==> src/rtl/nco_pkg.sv <==
package nco_pkg;

  // sine by odd power series, good to far below one LSB on [0, pi/2]
  function automatic real series_sin(input real x);
    real term;
    real sum;
    term = x;
    sum  = x;
    for (int n = 1; n < 12; n++) begin
      term = -term * x * x / real'((2 * n) * (2 * n + 1));
      sum  = sum + term;
    end
    return sum;
  endfunction

  // magnitude of one quarter-wave table entry, sampled at bin centres
  function automatic int qsin_entry(input int idx, input int qn, input int amp);
    real ang;
    real v;
    ang = (2.0 * idx + 1.0) * 3.14159265358979323846 / (4.0 * qn);
    v   = amp * series_sin(ang) + 0.5;
    return $rtoi(v);
  endfunction

endpackage

==> src/rtl/nco_delay.sv <==
module nco_delay #(
  parameter int W     = 32,
  parameter int DEPTH = 1
) (
  input  logic         clk_i,
  input  logic         rst_i,
  input  logic [W-1:0] d_i,
  output logic [W-1:0] q_o
);

  generate
    if (DEPTH == 0) begin : g_pass
      assign q_o = d_i;
    end else begin : g_chain
      logic [W-1:0] stage_q [DEPTH];
      always_ff @(posedge clk_i) begin
        if (rst_i) begin
          for (int i = 0; i < DEPTH; i++) stage_q[i] <= '0;
        end else begin
          stage_q[0] <= d_i;
          for (int i = 1; i < DEPTH; i++) stage_q[i] <= stage_q[i-1];
        end
      end
      assign q_o = stage_q[DEPTH-1];
    end
  endgenerate

endmodule

==> src/rtl/nco_phase_acc.sv <==
module nco_phase_acc #(
  parameter int ACC_W = 32
) (
  input  logic             clk_i,
  input  logic             rst_i,
  input  logic             hold_i,
  input  logic [ACC_W-1:0] step_i,
  output logic [ACC_W-1:0] acc_o
);

  logic [ACC_W-1:0] acc_q;

  function automatic logic [ACC_W-1:0] advance(input logic [ACC_W-1:0] a,
                                               input logic [ACC_W-1:0] s);
    return a + s;  // wraps modulo 2^ACC_W
  endfunction

  always_ff @(posedge clk_i) begin
    if (rst_i)        acc_q <= '0;
    else if (!hold_i) acc_q <= advance(acc_q, step_i);
  end

  assign acc_o = acc_q;

endmodule

==> src/rtl/nco_sine_lut.sv <==
module nco_sine_lut
  import nco_pkg::*;
#(
  parameter int PH_W   = 10,
  parameter int SAMP_W = 10
) (
  input  logic              clk_i,
  input  logic              rst_i,
  input  logic [PH_W-1:0]   ph_i,
  input  logic              force_mid_i,
  output logic [SAMP_W-1:0] sample_o,
  output logic              square_o
);

  localparam int QA    = PH_W - 2;
  localparam int QN    = 1 << QA;
  localparam int MAG_W = SAMP_W - 1;
  localparam int AMP   = (1 << (SAMP_W - 1)) - 1;
  localparam int MID   = 1 << (SAMP_W - 1);

  logic [MAG_W-1:0] qtab [QN];

  generate
    for (genvar g = 0; g < QN; g++) begin : g_tab
      localparam logic [MAG_W-1:0] ENTRY = MAG_W'(qsin_entry(g, QN, AMP));
      assign qtab[g] = ENTRY;
    end
  endgenerate

  function automatic logic [QA-1:0] fold_index(input logic [PH_W-1:0] ph);
    return ph[PH_W-2] ? ~ph[QA-1:0] : ph[QA-1:0];
  endfunction

  function automatic logic [SAMP_W-1:0] to_sample(input logic neg,
                                                  input logic [MAG_W-1:0] mag);
    return neg ? SAMP_W'(MID - 1) - {1'b0, mag}
               : SAMP_W'(MID) + {1'b0, mag};
  endfunction

  logic [MAG_W-1:0]  mag_q;
  logic              neg_q;
  logic [SAMP_W-1:0] sample_q;
  logic              square_q;

  // stage 1: fold and table read
  always_ff @(posedge clk_i) begin
    if (rst_i) begin
      mag_q <= '0;
      neg_q <= 1'b0;
    end else begin
      mag_q <= qtab[fold_index(ph_i)];
      neg_q <= ph_i[PH_W-1];
    end
  end

  // stage 2: sign, offset binary, power-down force
  always_ff @(posedge clk_i) begin
    if (rst_i || force_mid_i) begin
      sample_q <= SAMP_W'(MID);
      square_q <= 1'b0;
    end else begin
      sample_q <= to_sample(neg_q, mag_q);
      square_q <= ~neg_q;
    end
  end

  assign sample_o = sample_q;
  assign square_o = square_q;

endmodule

==> src/rtl/nco_sine_core.sv <==
module nco_sine_core
  import nco_pkg::*;
#(
  parameter int ACC_W     = 32,
  parameter int OFS_W     = 5,
  parameter int PH_W      = 10,
  parameter int SAMP_W    = 10,
  parameter int FREQ_LAT  = 18,
  parameter int PHASE_LAT = 13
) (
  input  logic              clk_i,
  input  logic              rst_i,
  input  logic              load_i,
  input  logic [ACC_W-1:0]  tune_i,
  input  logic [OFS_W-1:0]  pofs_i,
  input  logic              pdn_i,
  output logic [SAMP_W-1:0] sample_o,
  output logic              square_o
);

  // registers after the delay lines: accumulator, phase, table, output
  localparam int F_DLY = FREQ_LAT - 4;
  // registers after the delay line: phase, table, output
  localparam int P_DLY = PHASE_LAT - 3;

  logic [ACC_W-1:0] tune_act;
  logic [OFS_W-1:0] pofs_act;
  logic             pd_act;
  logic [ACC_W-1:0] tune_eff;
  logic [OFS_W-1:0] pofs_eff;
  logic [ACC_W-1:0] acc_q;
  logic [PH_W-1:0]  ph_q;

  function automatic logic [PH_W-1:0] phase_index(input logic [ACC_W-1:0] acc,
                                                  input logic [OFS_W-1:0] ofs);
    logic [PH_W-1:0] ofs_ext;
    ofs_ext = PH_W'(ofs) << (PH_W - OFS_W);
    return acc[ACC_W-1 -: PH_W] + ofs_ext;
  endfunction

  // load interface capture
  always_ff @(posedge clk_i) begin
    if (rst_i) begin
      tune_act <= '0;
      pofs_act <= '0;
      pd_act   <= 1'b0;
    end else if (load_i) begin
      tune_act <= tune_i;
      pofs_act <= pofs_i;
      pd_act   <= pdn_i;
    end
  end

  nco_delay #(.W(ACC_W), .DEPTH(F_DLY)) u_fdly (
    .clk_i(clk_i), .rst_i(rst_i), .d_i(tune_act), .q_o(tune_eff)
  );

  nco_delay #(.W(OFS_W), .DEPTH(P_DLY)) u_pdly (
    .clk_i(clk_i), .rst_i(rst_i), .d_i(pofs_act), .q_o(pofs_eff)
  );

  nco_phase_acc #(.ACC_W(ACC_W)) u_acc (
    .clk_i(clk_i), .rst_i(rst_i), .hold_i(pd_act),
    .step_i(tune_eff), .acc_o(acc_q)
  );

  always_ff @(posedge clk_i) begin
    if (rst_i) ph_q <= '0;
    else       ph_q <= phase_index(acc_q, pofs_eff);
  end

  nco_sine_lut #(.PH_W(PH_W), .SAMP_W(SAMP_W)) u_lut (
    .clk_i(clk_i), .rst_i(rst_i), .ph_i(ph_q), .force_mid_i(pd_act),
    .sample_o(sample_o), .square_o(square_o)
  );

endmodule

==> config.mk <==
export PLATFORM = sky130hd
export DESIGN_NAME = nco_sine_core
export DESIGN_NICKNAME = d
export VERILOG_FILES = /design/src/rtl/nco_pkg.sv /design/src/rtl/nco_delay.sv /design/src/rtl/nco_phase_acc.sv /design/src/rtl/nco_sine_lut.sv /design/src/rtl/nco_sine_core.sv
export SDC_FILE = /design/constraint.sdc
export NUM_CORES = 1
export LEC_CHECK = 0
export BUFFER_PORTS_ARGS = -buffer_cell sky130_fd_sc_hd__buf_4
export CAP_MARGIN = 10
export CORE_UTILIZATION = 36
export DETAILED_ROUTE_END_ITERATION = 10
export GPL_TIMING_DRIVEN = 0
export HOLD_SLACK_MARGIN = 0.06
export SLEW_MARGIN = 5
export SYNTH_ARGS = -nofsm -noshare
export SYNTH_HDL_FRONTEND = slang
export SYNTH_SLANG_ARGS = --single-unit
==> constraint.sdc <==
create_clock -name clk_i -period 3.25 [get_ports clk_i]
set_input_delay 0.325 -clock clk_i [delete_from_list [all_inputs] [get_ports clk_i]]
set_output_delay 0.325 -clock clk_i [all_outputs]
set_load 0.05 [all_outputs]
==> reports/qor.csv <==
metric,value,unit
gp_congestion,0.9311,
timing.final.crit_share,0.9842,
numCtsBuffers,60,
vias,15280,
endpoint_kind,register,
htree_levels,2,
start_kind,register,
worstPathRequired,3.80,ns
maxCapViolCount,0,
drtIter0Drc,1160,
die_h,247.6,um
placed_cell_area,0.02304,sq mm
worst-slew-pin-transition,1.291,ns
clock_skew,0.02891,ns
ir_worst_vdd,0.4763,mV
cts_tree,done,
ys_async_sr_fraction,0,
first_pass_iters,6,
status,"finished, final reports clean",
max_freq,312.6,MHz
cts.sinks,599,
hold_class,primary input to register,
fin_tns_setup,0,ns
overflow,0,
crit_path_max_fanout,10,
grt_max_degree,19,
p_per_area,597.8,mW/mm^2
final_util,0.4338,
path_class,register to register,
dp_hpwl,42.30,mm
grt_pass1_wl,87.82,mm
synth_warnings,0,
synth_edf_count,0,
final_cell_count_no_fill,3179,
ioPinCount,52,
die-area,0.06128,sq mm
slew_violations,0,
clkTransAtPathRegs,0.06,ns
synth_area,0.02171,sq mm
dp.cells,3026,
grt_pass1_vias,14720,
fill_cells,5748,
via_per_inst,4.807,
period_minus_slack,3.199,ns
io_buffers,49,
drc_errors,0,
hold_viol_final,0,
crit_arrival,3.75,ns
antenna_found_initial,3,
initial_core_util,0.3664,
synth_cells,2204,
setup_viol,0,
wl_per_cell,18.18,um
synth_nets,2294,
leakage,10.23,nW
nets,2444,
clockBufferDepth,3,
die_w,247.6,um
synth.distinct_cells,83,
slew_headroom,0.1331,
fin_area,0.02570,sq mm
area_growth,18.39,%
dp_slack,-1.575,ns
core_area,0.05924,sq mm
rsz0062_at_grt,yes,
root_buffer,clkbuf_16,
num_rows,89,
drive_gt1_frac,0.09439,
drt_wl_total,57.80,mm
synth.avg_cell_area,9.849,sq um
grt_usage,0.1902,
ys.flop_type,dfxtp_1,
yosys_register_bits,599,
clkLatencyLatePin,0.63,ns
seq_area_frac_synth,0.5524,
worst_slack,0.05123,ns
antenna_left,0,
-- power by group --
group	internal [mW]	switching [mW]	total, mW
Sequential	7.43	0.0347	7.47
Clock	4.23	2.87	7.10
Combinational	0.266	0.528	0.793
-- what timing repair did --
item / in CTS / in global routing
endpoints found under the setup margin: 9 / 6
setup buffers: 1 / 2
hold endpoints to repair: 38 / 0
pin swaps: 1 / 0
hold buffers: 38 / 0
resized for setup: 27 / 22
-- cells in the mapped netlist (all sizes together) (22+ instances only) --
cell type    n  area share
clkbuf     112       0.020
nor2       148       0.026
dfxtp      599        0.55
a21o        24      0.0083
a211oi      26      0.0095
a21oi       95       0.022
buf         38      0.0086
mux2i       51       0.024
nor3        26      0.0060
o22ai       22      0.0063
nor2b      514        0.15
inv         25      0.0043
o21ai       76       0.018
nand3       27      0.0062
ha          47       0.027
a31oi       29      0.0084
xnor2       31       0.013
nand2      130       0.022
-- stage by stage --
stage          total power, mW  hold slack, ns
3_5_place_dp             8.355          0.4204
6_report                 15.36          0.3189
5_1_grt                  15.96          0.3254
4_1_cts                  15.54          0.2879
2_1_floorplan            8.059          0.4138
3_3_place_gp             8.358          0.4184
-- path summary, 6_finish.rpt --
path,from,endpoint,slack [ns],depth (start not counted)
worst max register to register,ph_q[3]$_SDFF_PP0_,u_lut.mag_q[2]$_SDFF_PP0_,0.05,8
worst max-delay path,ph_q[3]$_SDFF_PP0_,u_lut.mag_q[2]$_SDFF_PP0_,0.05,8
worst min register to register,u_fdly.g_chain.stage_q[0][317]$_SDFF_PP0_,u_fdly.g_chain.stage_q[0][349]$_SDFF_PP0_,0.41,1
worst min-delay path,load_i,tune_act[29]$_SDFFE_PP0P_,0.32,3
-- critical path: stages (launching register included) --
cell      delay (ns)
dfxtp_1         0.60
buf_2           0.29
buf_4           0.23
xor2_1          0.80
a21oi_1         0.15
o221ai_1        0.41
o211ai_1        0.27
nand3_1         0.19
and3_1          0.19
-- layer usage --
layer,up-vias,GRT usage,wire (um)
met1,7007,0.2541,26460
li1,7673,-,-
met3,99,0.06142,5046
met2,503,0.2894,24760
met5,-,0,0
met4,0,0.06063,1535
-- cells by family after synthesis --
group,synth area share
multiplexers,0.02455
buffers and inverters,0.03280
AO/OA/AOI/OAI,0.1183
AND/OR/NAND/NOR,0.2221
XOR/XNOR,0.02087
flip-flops,0.5524
adder cells (fa/ha/maj),0.02894
-- final cells by class --
type	instances	area [sq um]	area share
Sequential cell	599	11990	0.4667
Multi-Input combinational cell	1428	9120	0.3549
Clock buffer	87	1703	0.06626
Tap cell	773	967.2	0.03764
Timing Repair Buffer	90	770.7	0.02999
Buffer	148	636.9	0.02478
Clock inverter	26	396.6	0.01543
Inverter	27	108.9	0.004236
Antenna cell	1	2.502	0.00009738
-- sequential cells by signal, indices dropped and copies added (netlist names), 5 cells and up --
register,count
u_lut.mag_q,9
u_lut.sample_o,10
pofs_act,5
u_pdly.g_chain.stage_q,50
u_fdly.g_chain.stage_q,448
u_acc.acc_o,32
tune_act,32
ph_q,10
-- layout by cell type (no fill, tap or decap), types with 25 or more instances in the layout --
master / instances
a21oi_1: 91
a31oi_1: 29
buf_4: 58
clkbuf_1: 116
clkbuf_16: 60
dfxtp_1: 598
dlygate4sd3_1: 38
ha_1: 43
mux2i_1: 51
nand2_1: 130
nand3_1: 27
nor2_1: 147
nor2b_1: 514
nor3_1: 25
o21ai_0: 72
xnor2_1: 30
(Power assumes the default switching activity.)
